$ cat config.mk
export PLATFORM = sky130hd
export DESIGN_NAME = flash_wp_guard
export DESIGN_NICKNAME = d
export VERILOG_FILES = /design/src/rtl/wp_pkg.sv /design/src/rtl/wp_region_decode.sv /design/src/rtl/wp_status_reg.sv /design/src/rtl/flash_wp_guard.sv
export SDC_FILE = /design/constraint.sdc
export NUM_CORES = 1
export LEC_CHECK = 0
export ABC_AREA = 1
export ABC_CLOCK_PERIOD_IN_PS = 2350
export BUFFER_PORTS_ARGS = -buffer_cell sky130_fd_sc_hd__buf_2
export CAP_MARGIN = 20
export CORE_MARGIN = 5
export CORE_UTILIZATION = 38
export CTS_BUF_LIST = sky130_fd_sc_hd__clkbuf_2 sky130_fd_sc_hd__clkbuf_4 sky130_fd_sc_hd__clkbuf_8
export CTS_CLUSTER_SIZE = 16
export DETAILED_ROUTE_END_ITERATION = 10
export GPL_TIMING_DRIVEN = 0
export HOLD_SLACK_MARGIN = 0.1
export MAX_ROUTING_LAYER = met4
export PLACE_DENSITY = 0.77
export SLEW_MARGIN = 0
export SYNTH_ARGS = -nofsm -noshare
export SYNTH_HDL_FRONTEND = slang
export SYNTH_HIERARCHICAL = 1
export SYNTH_SLANG_ARGS = --single-unit
$ cat constraint.sdc
create_clock -name clk -period 2.35 [get_ports clk]
set_input_delay 0.47 -clock clk [delete_from_list [all_inputs] [get_ports clk]]
set_output_delay 0.47 -clock clk [all_outputs]
set_load 0.01 [all_outputs]
$ cat src/rtl/wp_pkg.sv
package wp_pkg;

    typedef enum logic [1:0] {
        OP_PAGE_PROG  = 2'b00,
        OP_SECT_ERASE = 2'b01,
        OP_BLK_ERASE  = 2'b10,
        OP_CHIP_ERASE = 2'b11
    } wp_op_e;

    localparam int CODE_W = 3;

    typedef struct packed {
        logic              lock;
        logic [CODE_W-1:0] code;
    } wp_status_t;

    localparam wp_status_t STATUS_RESET = '{lock: 1'b0, code: '1};

    function automatic logic code_is_clear(input logic [CODE_W-1:0] c);
        return c == '0;
    endfunction

endpackage

$ cat src/rtl/wp_region_decode.sv
module wp_region_decode #(
    parameter int BLK_W = 5
) (
    input  logic [wp_pkg::CODE_W-1:0] code,
    input  logic [BLK_W-1:0]          blk,
    output logic                      hit
);
    localparam logic [BLK_W:0] ONE     = (BLK_W+1)'(1);
    localparam logic [BLK_W:0] NBLK_V  = ONE << BLK_W;

    logic [BLK_W:0] span;
    logic [BLK_W:0] lower;

    always_comb begin
        span  = ONE << (code - 3'd1);
        lower = NBLK_V - span;
        if (wp_pkg::code_is_clear(code))
            hit = 1'b0;
        else if ({1'b0, code} > 4'(BLK_W))
            hit = 1'b1;
        else
            hit = ({1'b0, blk} >= lower);
    end
endmodule

$ cat src/rtl/wp_status_reg.sv
module wp_status_reg
    import wp_pkg::*;
(
    input  logic       clk,
    input  logic       rst,
    input  logic       wr_req,
    input  logic       wp_pin,
    input  wp_status_t wr_val,
    output wp_status_t cur,
    output logic       wr_blocked
);
    logic rst_q;

    assign wr_blocked = wr_req && !wp_pin && cur.lock;

    always_ff @(posedge clk) begin
        rst_q <= rst;
        if (rst)
            cur <= STATUS_RESET;
        else if (wr_req && !wr_blocked)
            cur <= wr_val;
    end

    always_ff @(posedge clk) begin
        if (!rst && rst_q)
            p_reset_state_r1: assert (cur == STATUS_RESET)
                else $error("status not at reset value");
    end

    p_lock_hold_r8: assert property (@(posedge clk) disable iff (rst)
        (wr_req && !wp_pin && cur.lock) |=> $stable(cur));

    p_pin_high_write_r6: assert property (@(posedge clk) disable iff (rst)
        (wr_req && wp_pin) |=> (cur == $past(wr_val)));
endmodule

$ cat src/rtl/flash_wp_guard.sv
module flash_wp_guard
    import wp_pkg::*;
#(
    parameter int ADDR_W    = 21,
    parameter int BLK_SHIFT = 16
) (
    input  logic              clk,
    input  logic              rst,
    input  logic              wp_pin_i,
    input  logic              sts_wr_i,
    input  logic [2:0]        sts_code_i,
    input  logic              sts_lock_i,
    input  logic              op_req_i,
    input  logic [1:0]        op_kind_i,
    input  logic [ADDR_W-1:0] op_addr_i,
    output logic              grant_o,
    output logic              reject_o,
    output logic [3:0]        status_o
);
    localparam int BLK_W = ADDR_W - BLK_SHIFT;

    wp_status_t     cur;
    wp_status_t     wr_val;
    logic           sts_blocked;
    logic           blk_hit;
    logic           allow;
    wp_op_e         kind;
    logic [BLK_W-1:0] blk;

    assign wr_val   = '{lock: sts_lock_i, code: sts_code_i};
    assign kind     = wp_op_e'(op_kind_i);
    assign blk      = op_addr_i[ADDR_W-1:BLK_SHIFT];
    assign status_o = cur;

    wp_status_reg u_status (
        .clk        (clk),
        .rst        (rst),
        .wr_req     (sts_wr_i),
        .wp_pin     (wp_pin_i),
        .wr_val     (wr_val),
        .cur        (cur),
        .wr_blocked (sts_blocked)
    );

    wp_region_decode #(.BLK_W(BLK_W)) u_decode (
        .code (cur.code),
        .blk  (blk),
        .hit  (blk_hit)
    );

    // Erase ranges never straddle a block, so the target block decides all kinds.
    always_comb begin
        unique case (kind)
            OP_CHIP_ERASE: allow = code_is_clear(cur.code);
            default:       allow = !blk_hit;
        endcase
    end

    always_ff @(posedge clk) begin
        if (rst) begin
            grant_o  <= 1'b0;
            reject_o <= 1'b0;
        end else begin
            grant_o  <= op_req_i && allow;
            reject_o <= (op_req_i && !allow) || sts_blocked;
        end
    end

    p_chip_erase_r5: assert property (@(posedge clk) disable iff (rst)
        (op_req_i && kind == OP_CHIP_ERASE && status_o[2:0] != 3'b000)
            |=> (reject_o && !grant_o));

    p_full_cover_r2: assert property (@(posedge clk) disable iff (rst)
        (op_req_i && status_o[2:1] == 2'b11) |=> !grant_o);

    p_quiet_r9: assert property (@(posedge clk) disable iff (rst)
        (!op_req_i && !sts_wr_i) |=> (!grant_o && !reject_o));

    p_grant_src_r9: assert property (@(posedge clk) disable iff (rst)
        grant_o |-> $past(op_req_i));
endmodule

==> flow_summary.json <==
{
  "power-per-cell-area_nw_per_um2": 458.5,
  "combPwrFrac": 0.405,
  "track_usage": 0.1167,
  "cp_data_arrival_time_ns": 2.49,
  "syn_avg_cell_area_um2": 6.649,
  "grt_pass1_wl_mm": 2.145,
  "placed_cells": 123,
  "worstSetupStartpointType": "flop",
  "worst-path-max-fanout": 5,
  "clock_skew_ns": 0.008890,
  "grt_setup_unrepaired": "yes",
  "worstSkewPairLatency_ns": 0.25,
  "core_um2": 1471,
  "power_frac_clock": 0.297,
  "synth_xor_area_frac": 0.03063,
  "pin_count": 38,
  "first_iter_violations": 13,
  "switching_share": 0.3312,
  "pre_cts_ws_ns": -0.1367,
  "tns_ns": 0,
  "final_core_util": 0.5782,
  "ys_ff_latch": 6,
  "synthCells": 86,
  "die_h_um": 48.79,
  "sequentialPowerShare": 0.298,
  "syn-cell-area_um2": 571.8,
  "synth_cell_types": 19,
  "start_util": 0.3886,
  "postPlaceCellArea_um2": 714.4,
  "final_cells": 133,
  "leakagePower_nw": 0.4769,
  "cts_inserted_buffers": 3,
  "grt_max_degree": 10,
  "endpoint_kind": "flop",
  "seq_area_um2": 128.9,
  "die_width_um": 48.79,
  "port_buffers": 21,
  "p_switching_mw": 0.1292,
  "cts_buffer_depth": 2,
  "maxSlewViolCount": 0,
  "power_mw": 0.3901,
  "cts_tree": "built",
  "synth_compound_area_frac": 0.07002,
  "cts.sinks": 6,
  "drt.antenna.violating_nets": 0,
  "cell_internal_pwr_mw": 0.2609,
  "hold_path.class": "in2reg",
  "areaGrowthSynthToFinish_pct": 48.80,
  "synth_top_area_frac": 0.2101,
  "htreeDepth": 1,
  "synth_top_family_by_area": "simple AND/OR/NAND/NOR gates",
  "worstReg2RegStart": "u_status/cur[0]",
  "diodes": 0,
  "fill_cells": 140,
  "drive_gt1_frac": 0.4872,
  "drv_cap": 0,
  "multiInputGateArea_um2": 450.4,
  "first_global_vias": 561,
  "hold_viol_final": 0,
  "min_from": "sts_code_i[0]",
  "ir_drop_mv": 0.3712,
  "fin_crit_sh": 0.9783,
  "yosys.area.top_type": "dfxtp_1",
  "yosysSeqAreaShare": 0.2101,
  "die_area_um2": 2380,
  "hpwlAfterDp_um": 993.5,
  "grt_overflow": 0,
  "crit_start": "u_status/cur[0]",
  "min_period_ns": 2.299,
  "crit_type": "reg2reg",
  "gp_congestion": 0.7660,
  "setup_slack_ns": 0.05109,
  "hold_buffers": 0,
  "fin_nets": 159,
  "run_status": "completed",
  "path_clk_slew_ns": 0.05,
  "firstDrtPassIters": 4,
  "cts-root-buf": "clkbuf_4",
  "antenna_found_initial": 0,
  "worstMarginPinSlew_ns": 0.2444,
  "avgViaCountPerCell": 4.752,
  "synth_warnings": 6,
  "wl_per_cell_um": 9.940,
  "whs_ns": 0.4596,
  "synth_fp_nets": 127,
  "relSlewSlack": 0.8358,
  "setup_viol": 0,
  "wl_mm": 1.322,
  "design_area_um2": 850.8,
  "synth-adder-area-share": 0.1969,
  "drc_errors": 0,
  "timing.fmax_mhz": 435.0,
  "num_rows": 14,
  "num_vias": 632,
  "cp_data_required_time_ns": 2.54,
  "synth-simple-area-share": 0.3676,
  "yosys-top-cells-area": "dfxtp_1 (21%), ha_1 (20%), nand2_1 (13%)",
  "synthMuxAreaShare": 0
}
==> path summary, 6_finish.rpt <==
path         slack (ns)  cells past startpoint         endpoint
min reg2reg        0.57                      4         reject_o
max reg2reg        0.05                     20         reject_o
max                0.05                     20         reject_o
min                0.46                      3  u_status/cur[0]
==> power groups by stage <==
stage | Combinational, mW | Clock, mW | Sequential (mW)
6_report | 0.158 | 0.116 | 0.116
5_1_grt | 0.180 | 0.133 | 0.117
4_1_cts | 0.140 | 0.122 | 0.116
3_5_place_dp | 0.125 | 0 | 0.123
3_3_place_gp | 0.120 | 0 | 0.123
2_1_floorplan | 0.0850 | 0 | 0.125
==> cells by family (layout without fill, tap and decap cells) <==
group,after synthesis,after routing
flip-flops,6,6
AO/OA/AOI/OAI,6,6
XOR/XNOR,2,2
AND/OR/NAND/NOR,44,44
buffers and inverters,19,50
adder cells (fa/ha/maj),9,9
==> state kept, by name, indices dropped and copies added (netlist names) <==
| signal | cells |
|---|---|
| reject_o | 1 |
| u_status/cur | 4 |
| grant_o | 1 |
==> routing by layer <==
metal / up-vias / routed length [um] / GRT usage
li1: 331 / - / -
met3: 6 / 89 / 0.01835
met4: 0 / 55 / 0.1121
met5: - / 0 / -
met1: 270 / 460 / 0.1109
met2: 25 / 717 / 0.1957
==> worst max-delay path, cell delays in order (launching register included) <==
cell	delay [ns]
dfxtp_4	0.36
nor2_4	0.05
ha_4	0.29
nand2_4	0.06
nor2_4	0.13
inv_2	0.05
ha_4	0.16
xnor2_2	0.13
ha_1	0.28
nand2_1	0.04
inv_1	0.05
nand2_1	0.04
nand2_1	0.05
nand2_1	0.05
nand2_1	0.05
nand2_1	0.06
a21oi_2	0.12
inv_1	0.06
nand2_2	0.08
nand3_2	0.05
nand2_1	0.06
==> timing repair <==
item	4_1_cts	5_1_grt
pin swaps	1	18
gates resized for setup	5	11
setup buffers	3	3
setup endpoints to repair	2	2
==> layout by cell type, fill, tap and decap left out <==
master and n:
o21ai_1 1, nand3_1 9, nor2_1 5, nand3b_1 1, ha_1 6, dfxtp_2 1, ha_4 3, nor2_4 2
nor2_2 1, clkbuf_4 4, inv_1 13, inv_2 6, nand2_4 1, buf_2 21, a21oi_2 1, dfxtp_1 3
nor3_2 1, nand2_1 17, a21oi_1 3, nand2_2 4, nand3_2 2, nor3_1 1, xnor2_1 1, dfxtp_4 2
xnor2_2 1, a21boi_2 1, buf_4 6
==> layout make-up <==
| type | instances | area share |
|---|---|---|
| inverters | 19 | 0.08382 |
| flip-flops and latches | 6 | 0.1515 |
| clock buffers | 4 | 0.03529 |
| well taps | 16 | 0.02353 |
| multi-input cells | 61 | 0.5294 |
| repair buffers | 27 | 0.1765 |
==> synth_stat cells, drive strengths merged <==
| library cell | instances |
|---|---|
| inv | 19 |
| o21ai | 1 |
| ha | 9 |
| a21boi | 1 |
| nand2 | 22 |
| nor3 | 2 |
| xnor2 | 2 |
| nor2 | 8 |
| dfxtp | 6 |
| nand3 | 11 |
| nand3b | 1 |
| a21oi | 4 |
Power figures use the tool's default switching activity.
